## config.mk

```make
export PLATFORM = sky130hd
export DESIGN_NAME = tagged_out_fifo
export DESIGN_NICKNAME = d
export VERILOG_FILES = /design/src/rtl/tagged_fifo_pkg.sv /design/src/rtl/fifo_ptr_ctrl.sv /design/src/rtl/fifo_store.sv /design/src/rtl/fifo_tag_track.sv /design/src/rtl/fifo_status_enc.sv /design/src/rtl/tagged_out_fifo.sv
export SDC_FILE = /design/constraint.sdc
export NUM_CORES = 2
export LEC_CHECK = 0
export ABC_CLOCK_PERIOD_IN_PS = 4300
export CORE_ASPECT_RATIO = 1.2
export CORE_MARGIN = 2
export CORE_UTILIZATION = 45
export CTS_BUF_LIST = sky130_fd_sc_hd__clkbuf_8
export DETAILED_ROUTE_END_ITERATION = 8
export DONT_BUFFER_PORTS = 1
export GPL_TIMING_DRIVEN = 0
export PLACE_DENSITY = 0.61
export SYNTH_ARGS = -nofsm -noshare
export SYNTH_HDL_FRONTEND = slang
export SYNTH_SLANG_ARGS = --single-unit
export TNS_END_PERCENT = 5
```

## constraint.sdc

```tcl
create_clock -name clk -period 4.3 [get_ports clk]
set_input_delay 0.86 -clock clk [delete_from_list [all_inputs] [get_ports clk]]
set_output_delay 0.86 -clock clk [all_outputs]
set_load 0.01 [all_outputs]
```

## src/rtl/tagged_fifo_pkg.sv

```systemverilog
package tagged_fifo_pkg;
   typedef enum logic [1:0] {
      ST_EMPTY = 2'b00,
      ST_READY = 2'b01,
      ST_FULL  = 2'b11
   } fifo_state_e;
endpackage

```

## src/rtl/fifo_ptr_ctrl.sv

```systemverilog
module fifo_ptr_ctrl #(
   parameter int DEPTH = 64,
   localparam int AW    = $clog2(DEPTH),
   localparam int OCC_W = AW + 1
) (
   input  logic             clk,
   input  logic             rst_n,
   input  logic             wr_req,
   input  logic             rd_req,
   output logic             wr_acc,
   output logic             rd_acc,
   output logic [AW-1:0]    wr_addr,
   output logic [AW-1:0]    rd_addr,
   output logic [OCC_W-1:0] occ
);
   localparam logic [OCC_W-1:0] FULL_OCC = OCC_W'(DEPTH);

   logic [AW-1:0]    wp_q, rp_q;
   logic [OCC_W-1:0] occ_q;
   logic             is_full, is_empty;

   assign is_full  = (occ_q == FULL_OCC);
   assign is_empty = (occ_q == '0);
   assign wr_acc   = wr_req && !is_full;
   assign rd_acc   = rd_req && !is_empty;

   always_ff @(posedge clk or negedge rst_n) begin
      if (!rst_n) begin
         wp_q  <= '0;
         rp_q  <= '0;
         occ_q <= '0;
      end else begin
         if (wr_acc) wp_q <= wp_q + 1'b1;
         if (rd_acc) rp_q <= rp_q + 1'b1;
         case ({wr_acc, rd_acc})
            2'b10:   occ_q <= occ_q + 1'b1;
            2'b01:   occ_q <= occ_q - 1'b1;
            default: occ_q <= occ_q;
         endcase
      end
   end

   assign wr_addr = wp_q;
   assign rd_addr = rp_q;
   assign occ     = occ_q;
endmodule

```

## src/rtl/fifo_store.sv

```systemverilog
module fifo_store #(
   parameter int WIDTH = 33,
   parameter int DEPTH = 64,
   localparam int AW   = $clog2(DEPTH)
) (
   input  logic             clk,
   input  logic             we,
   input  logic [AW-1:0]    waddr,
   input  logic [WIDTH-1:0] wdata,
   input  logic [AW-1:0]    raddr,
   output logic [WIDTH-1:0] rdata
);
   logic [WIDTH-1:0] cells [DEPTH];

   for (genvar gi = 0; gi < DEPTH; gi++) begin : g_row
      always_ff @(posedge clk) begin
         if (we && (waddr == AW'(gi))) cells[gi] <= wdata;
      end
   end

   assign rdata = cells[raddr];
endmodule

```

## src/rtl/fifo_tag_track.sv

```systemverilog
module fifo_tag_track #(
   parameter int DEPTH = 64,
   localparam int TW   = $clog2(DEPTH) + 1
) (
   input  logic clk,
   input  logic rst_n,
   input  logic tag_in,
   input  logic tag_out,
   output logic any_tag
);
   logic [TW-1:0] tcnt_q;

   always_ff @(posedge clk or negedge rst_n) begin
      if (!rst_n) begin
         tcnt_q <= '0;
      end else begin
         case ({tag_in, tag_out})
            2'b10:   tcnt_q <= tcnt_q + 1'b1;
            2'b01:   tcnt_q <= tcnt_q - 1'b1;
            default: tcnt_q <= tcnt_q;
         endcase
      end
   end

   assign any_tag = (tcnt_q != '0);
endmodule

```

## src/rtl/fifo_status_enc.sv

```systemverilog
module fifo_status_enc
   import tagged_fifo_pkg::*;
#(
   parameter int DEPTH = 64,
   parameter int CNT_W = 6,
   localparam int OCC_W = $clog2(DEPTH) + 1
) (
   input  logic [OCC_W-1:0] occ,
   output logic [CNT_W-1:0] level,
   output fifo_state_e      state
);
   localparam logic [OCC_W-1:0] FULL_OCC = OCC_W'(DEPTH);

   if (CNT_W >= OCC_W) begin : g_wide
      assign level = CNT_W'(occ);
   end else begin : g_sat
      localparam logic [OCC_W-1:0] CNT_MAX = OCC_W'((1 << CNT_W) - 1);
      assign level = (occ > CNT_MAX) ? '1 : occ[CNT_W-1:0];
   end

   always_comb begin
      if (occ == '0)            state = ST_EMPTY;
      else if (occ == FULL_OCC) state = ST_FULL;
      else                      state = ST_READY;
   end
endmodule

```

## src/rtl/tagged_out_fifo.sv

```systemverilog
module tagged_out_fifo
   import tagged_fifo_pkg::*;
#(
   parameter int DATA_W = 32,
   parameter int DEPTH  = 64,
   parameter int CNT_W  = 6
) (
   input  logic              clk,
   input  logic              rst_n,
   input  logic              wr_en,
   input  logic [DATA_W-1:0] wr_data,
   input  logic              wr_last,
   input  logic              rd_en,
   output logic [DATA_W-1:0] rd_data,
   output logic              rd_last,
   output logic [CNT_W-1:0]  level,
   output logic [1:0]        fifo_state,
   output logic              frame_in_window
);
   localparam int AW    = $clog2(DEPTH);
   localparam int OCC_W = AW + 1;
   localparam int ENT_W = DATA_W + 1;

   if (DEPTH < 2 || (DEPTH & (DEPTH - 1)) != 0) begin : g_bad_depth
      $error("tagged_out_fifo: DEPTH must be a power of two, at least 2");
   end
   if (DATA_W < 1) begin : g_bad_width
      $error("tagged_out_fifo: DATA_W must be positive");
   end
   if (CNT_W < 1) begin : g_bad_cnt
      $error("tagged_out_fifo: CNT_W must be positive");
   end

   logic             wr_acc, rd_acc;
   logic [AW-1:0]    wr_addr, rd_addr;
   logic [OCC_W-1:0] occ;
   logic [ENT_W-1:0] head;
   fifo_state_e      st;

   fifo_ptr_ctrl #(.DEPTH(DEPTH)) i_ptr (
      .clk     (clk),
      .rst_n   (rst_n),
      .wr_req  (wr_en),
      .rd_req  (rd_en),
      .wr_acc  (wr_acc),
      .rd_acc  (rd_acc),
      .wr_addr (wr_addr),
      .rd_addr (rd_addr),
      .occ     (occ)
   );

   fifo_store #(.WIDTH(ENT_W), .DEPTH(DEPTH)) i_store (
      .clk   (clk),
      .we    (wr_acc),
      .waddr (wr_addr),
      .wdata ({wr_last, wr_data}),
      .raddr (rd_addr),
      .rdata (head)
   );

   fifo_tag_track #(.DEPTH(DEPTH)) i_tags (
      .clk     (clk),
      .rst_n   (rst_n),
      .tag_in  (wr_acc && wr_last),
      .tag_out (rd_acc && head[DATA_W]),
      .any_tag (frame_in_window)
   );

   fifo_status_enc #(.DEPTH(DEPTH), .CNT_W(CNT_W)) i_stat (
      .occ   (occ),
      .level (level),
      .state (st)
   );

   assign rd_data    = head[DATA_W-1:0];
   assign rd_last    = head[DATA_W];
   assign fifo_state = st;
endmodule

```

Word-level counts from Yosys, hierarchy flattened
Memory sizes are Yosys's and may differ from the RTL's.
Index checks and enable logic that the tools add are counted.
{ "classes": {"add_sub_neg": 6, "n_mul": 0, "n_div": 0, "magnitude_cmp": 1, "n_eq_ne": 68, "shift": 0, "n_mux": 322, "bitwise_logic": 0, "reduce_logical": 138} }
{ "ops": {"columns": ["operator", "count"], "rows": [
  ["$mux 33", 63],
  ["$reduce_or 33->1", 63],
  ["$mux 6", 64],
  ["$eq 6x6->1 const B", 32],
  ["$mux 1", 191],
  ["$eq 6x5->1 const B", 16],
  ["$logic_and 1x1->1", 68],
  ["$eq 6x4->1 const B", 8],
  ["$pmux 7 s2", 2],
  ["$eq 6x3->1 const B", 4],
  ["$add 7x1->7 const B", 2],
  ["$sub 7x1->7 const B", 2],
  ["$add 6x1->6 const B", 2],
  ["$eq 6x2->1 const B", 2],
  ["$eq 7x7->1 const B", 1],
  ["$gt 7x6->1 const B", 1],
  ["$logic_not 7->1", 1],
  ["$reduce_bool 7->1", 1],
  ["$eq 6x1->1 const B", 1],
  ["$logic_not 6->1", 1],
  ["$eq 2x1->1 const B", 2],
  ["$eq 2x2->1 const B", 2],
  ["$mux 2", 2],
  ["$reduce_bool 2->1", 2],
  ["$logic_not 1->1", 2]
]} }
{ "word_totals": {"reg_bits": 26, "latch_bits": 0, "ramBits": 2112, "romBits": 0, "input_bits": 37, "output_inout_bits": 42, "word_cells": 540, "mem_count": 1} }
{ "mem_list": {"columns": ["name", "depth", "width", "read_ports", "rd_ports_with_merged_regs", "wr", "line", "source"], "rows": [
  ["i_store.cells", 64, 33, 1, 0, 1, "fifo_store.sv:13", "logic [WIDTH-1:0] cells [DEPTH];"]
]} }

Depth between registers and ports, before layout
{ "logic_depth": {"depth_word": 70, "depth_mapped": 20, "depth_no_buf": 15} }

Hierarchy
A second synthesis with hierarchy kept.
{ "hier_totals": {"cells_unflattened": 3763, "area_unflattened_um2": 82495.4} }
{ "by_module_without_submodules": {"columns": ["module", "instances", "cells_per_inst", "area_per_inst_um2", "seq_area_each_um2"], "rows": [
  ["fifo_store", 1, 3589, 80713.7, 63420.8],
  ["fifo_ptr_ctrl", 1, 99, 1074.8, 475.5],
  ["fifo_tag_track", 1, 62, 626.9, 175.2],
  ["fifo_status_enc", 1, 11, 67.6, 0.0],
  ["tagged_out_fifo", 1, 2, 12.5, 0.0]
]} }

Worst setup path before layout
OpenSTA, ideal clock, no wires.
{ "synth_path": {"path_kind": "register -> register", "startpoint": "register i_ptr.rp_q[0], in the netlist i_ptr.rd_addr[0]", "endpoint": "register i_tags.tcnt_q[6]", "setup_ns": 0.079, "arrival_time_ns": 3.874, "required_ns": 4.221, "slack_ns": 0.347, "stages_incl_launch_ff": 18, "n_path_buf": 4, "synth_period_minus_slack_ns": 3.953, "cell_sequence": "dfrtp_1 -> buf_2 -> buf_6 -> buf_6 -> buf_4 -> mux4_2 -> a22oi_1 -> nand3_1 -> a32o_1 -> and2_1 -> ha_1 -> ha_1 -> nor2b_1 -> o21ai_0 -> a21boi_0 -> or4_1 -> nand3_1 -> xor2_1"} }
{ "synth_via": {"elab_chain_cells": 4, "word_cells_on_any_way": 6, "cone_classes": "2 x eq/ne; 1 x mux; 2 x reduce/logical; 1 x memory"} }
{ "synth_lines": {"columns": ["element", "line", "source"], "rows": [
  ["from (decl)", "fifo_ptr_ctrl.sv:18", "logic [AW-1:0] wp_q, rp_q;"],
  ["from (signal assigned)", "fifo_ptr_ctrl.sv:34", "if (rd_acc) rp_q <= rp_q + 1'b1;"],
  ["$mem_v2 64x33 (*)", null, null],
  ["via rd_last", "tagged_out_fifo.sv:15", "output logic rd_last,"],
  ["$logic_and 1x1->1 (*)", "tagged_out_fifo.sv:65", ".tag_out (rd_acc && head[DATA_W]),"],
  ["$eq 2x1->1 / $eq 2x2->1 (equally long branches)", "fifo_tag_track.sv:17", "case ({tag_in, tag_out})"],
  ["$pmux 7 s2 / $reduce_bool 2->1 (equally long branches)", null, null],
  ["to (signal assigned)", "fifo_tag_track.sv:18", "2'b10: tcnt_q <= tcnt_q + 1'b1;"],
  ["to (signal assigned)", "fifo_tag_track.sv:19", "2'b01: tcnt_q <= tcnt_q - 1'b1;"],
  ["to (signal assigned)", "fifo_tag_track.sv:20", "default: tcnt_q <= tcnt_q;"],
  ["to (decl)", "fifo_tag_track.sv:11", "logic [TW-1:0] tcnt_q;"]
]} }
The timed path passes the listed nets; every way through them passes the cells marked *.
A chain may end at the register's enable or synchronous reset.

Worst setup path after layout
{ "layout_path": {"startpoint": "register i_ptr.rp_q[5], in the netlist i_ptr.rd_addr[5]", "endpoint": "output rd_data[18]"} }
{ "layout_via": {"elab_chain_cells": 1} }
{ "layout_lines": {"columns": ["element", "line", "source"], "rows": [
  ["$mem_v2 64x33", null, null],
  ["to (decl)", "tagged_out_fifo.sv:14", "output logic [DATA_W-1:0] rd_data,"]
]} }
No other way between the ends.

==> qor.yml <==
run_status: "complete, but fails checks"
violations: "setup timing"
yosysUniqueCellTypes: 54
relSlewSlack_pct: 16.4
synthArstFlopShare_pct: 1.22
die_h_um: 472
insertion_delay_ns: 1.05
final_cell_count_no_fill: 6754
clock_sinks: 2138
overflow: 0
p_clk_share_pct: 24.1
drv_cap: 0
intPower_mw: 40.4
drtIter0Drc: 6456
synthFlopType: "edfxtp_1"
firstDrtPassIters: 6
worstPathRequired_ns: 3.44
cts_tree: "yes"
post-route-util_pct: 53.4
holdCritPathClass: "in2reg"
grt_max_degree: 65
area_growth_pct: 17.8
vias_per_cell: 6.33
worstMarginPinSlew_ns: 1.25
antenna_found_initial: 6
cp.arrival_ns: 3.83
path_clk_slew_ns: 0.06
fin_crit_sh_pct: 109
final_cell_area_sq_um: 96600
rows: 171
ant_nets: 0
grt.total_usage_pct: 27.5
cts-root-buf: "clkbuf_8"
hpwl_um: 167000
leakagePower_nw: 30.8
io_pins: 79
grt_setup_unrepaired: "true"
critPathKind: "reg2out"
cp-end-kind: "primary output"
core_area_sq_um: 181000
slew_violations: 0
die_x_um: 394
drc: 0
die_area_sq_um: 186000
fillers: 13800
synth.cell_area_sq_um: 82100
gp_congestion: 0.855
synth-seq-area-share_pct: 78.1
p_comb_share_pct: 37.5
synth.most_common_cell: "edfxtp_1"
wl_per_cell_um: 37.8
synth_top_area_share_pct: 77.3
multi_input_area_sq_um: 18400
synthesis.nets: 3664
synth_top_area_cell: "edfxtp_1"
final-setup-viol-count: 34
initial_core_util_pct: 45.3
final.setup_skew_ns: 0.0617
grt_pass1_wl_um: 348000
r2r_cells: 17
place_area_sq_um: 87900
wl_um: 255000
cts_buffers: 330
cp-startpoint: "i_ptr.rd_addr[5]"
grt_pass1_vias: 42600
dp.cells: 6132
synthTopCellsByCount: "edfxtp_1 (2112), mux4_2 (534), mux2i_1 (106), nor2_1 (93), nand2_1 (89)"
setup_ws_ns: -0.395
synthCells: 3608
drive_gt1_share_pct: 33.7
yosys_warnings: 0
fmax_mhz: 213
vdd_drop_max_uv: 359
powerDensity_nw_per_um2: 648
switching_share_pct: 35.5
worstReg2RegStart: "i_ptr.rd_addr[0]"
vias: 42700
seqPwrFrac_pct: 38.4
start_kind: "flip-flop"
synth_area_per_cell_sq_um: 22.7
hold_start: "wr_data[28]"
cts_max_path_buffers: 4
tns_ns: -10.42
synth-edff-count: 2112
io_buffer_count: 0
ys_ff_latch: 2138
worstHoldPathCells: 1
path_max_fanout: 8
htree_levels: 5
switchingPower_mw: 22.2
seq_area_sq_um: 64100
hold_viol_final: 0
yosys-top-cells-area: "edfxtp_1 (77%), mux4_2 (15%), mux2i_1 (1.3%)"
fin_crit_ns: 4.69
nets: 4150
flip-flops by register name (all words and copies together) (netlist names):
name and flops:
i_store.cells 2112, i_ptr.occ 7, i_tags.tcnt_q 7, i_ptr.rd_addr 6
i_ptr.wr_addr 6
layer usage:
layer | global-route usage, % | part of all wire [%] | wire length [um] | vias to the layer above
met5 | 0 | 0.0051 | 13 | -
met4 | 14.3 | 6.1 | 15700 | 2
met3 | 6.51 | 11 | 26800 | 652
met2 | 44.1 | 48 | 122000 | 2794
met1 | 35.2 | 36 | 90600 | 22900
li1 | - | - | - | 16400
worst paths after layout:
check / endpoint / slack [ns]
min: i_store.cells[33][28] / 0.18
min in group asynchronous: i_ptr.wr_addr[0] / 0.27
max in group asynchronous: i_tags.tcnt_q[0] / 3.83
min reg2reg: i_tags.tcnt_q[6] / 0.51
max: rd_data[18] / -0.39
max reg2reg: i_tags.tcnt_q[6] / -0.23
power groups by stage:
stage	clock [mW]	combinational, mW	sequential, mW
2_1_floorplan	0	11.6	24.4
6_report	15.1	23.5	24.0
3_3_place_gp	0	19.6	24.5
5_1_grt	16.1	24.2	24.1
3_5_place_dp	0	20.2	24.5
4_1_cts	15.2	23.1	24.0
worst max-delay path: stages (launching register included):
cell and delay (ns):
dfrtp_1 0.32, clkbuf_1 0.49, nand2b_1 0.40, nor2_2 0.56, a22oi_1 0.19, o211a_1 0.26, a31oi_1 0.28, a2bb2oi_4 0.26
cell families after synthesis:
kind of cell / synth area share, %
xor+xnor: 0.213
simple gates: 1.55
flops: 78.1
fa+ha+maj: 0.308
compound gates: 2.41
buf+inv: 1.31
mux: 16.1
cell type report:
cell class / count / share of cell area (%)
Antenna cell: 3 / 0.00777
Timing Repair Buffer: 155 / 3.61
Inverter: 19 / 0.0738
Buffer: 192 / 2.05
Sequential cell: 2138 / 66.3
Clock buffer: 339 / 4.83
Tap cell: 2422 / 3.14
Clock inverter: 228 / 0.994
Multi-Input combinational cell: 1258 / 19.0
stage by stage:
stage	total power, mW	hold slack (ns)	setup slack (ns)
floorplan	36.1	0.443	0.347
global placement	44.2	0.481	-2.40
detailed placement	44.7	0.499	-1.49
CTS	62.3	0.109	-0.408
global route	64.3	0.143	-0.481
finish	62.6	0.182	-0.395
cell usage in the layout (no fill, tap or decap), types with 9 or more instances in the layout:
cell type,instances
edfxtp_1,2112
mux4_2,534
clkbuf_8,342
inv_1,129
mux2i_1,105
buf_12,87
buf_16,85
clkinv_1,84
nand2_1,82
nor2_4,72
a22oi_1,59
buf_4,42
clkbuf_4,37
nand3_1,31
clkinv_2,27
clkbuf_2,26
dfrtp_1,26
buf_6,25
a21oi_1,24
o22ai_1,22
a21oi_2,16
nor2_1,15
o21ai_0,15
ha_1,15
mux2_2,13
buf_8,13
a31oi_1,13
xnor2_1,13
clkbuf_1,12
a2111oi_2,12
o221ai_1,11
a2bb2oi_2,11
buf_2,10
o22ai_4,10
or2_2,9
repair_timing:
item	4_1_cts	5_1_grt
gates cloned	0	0
hold endpoints to repair	2138	0
gates resized for setup	513	60
setup endpoints to repair	41	37
hold buffers	35	0
setup buffers	17	1
pin swaps	24	22
Note: power is estimated with default switching activity, not from simulation.
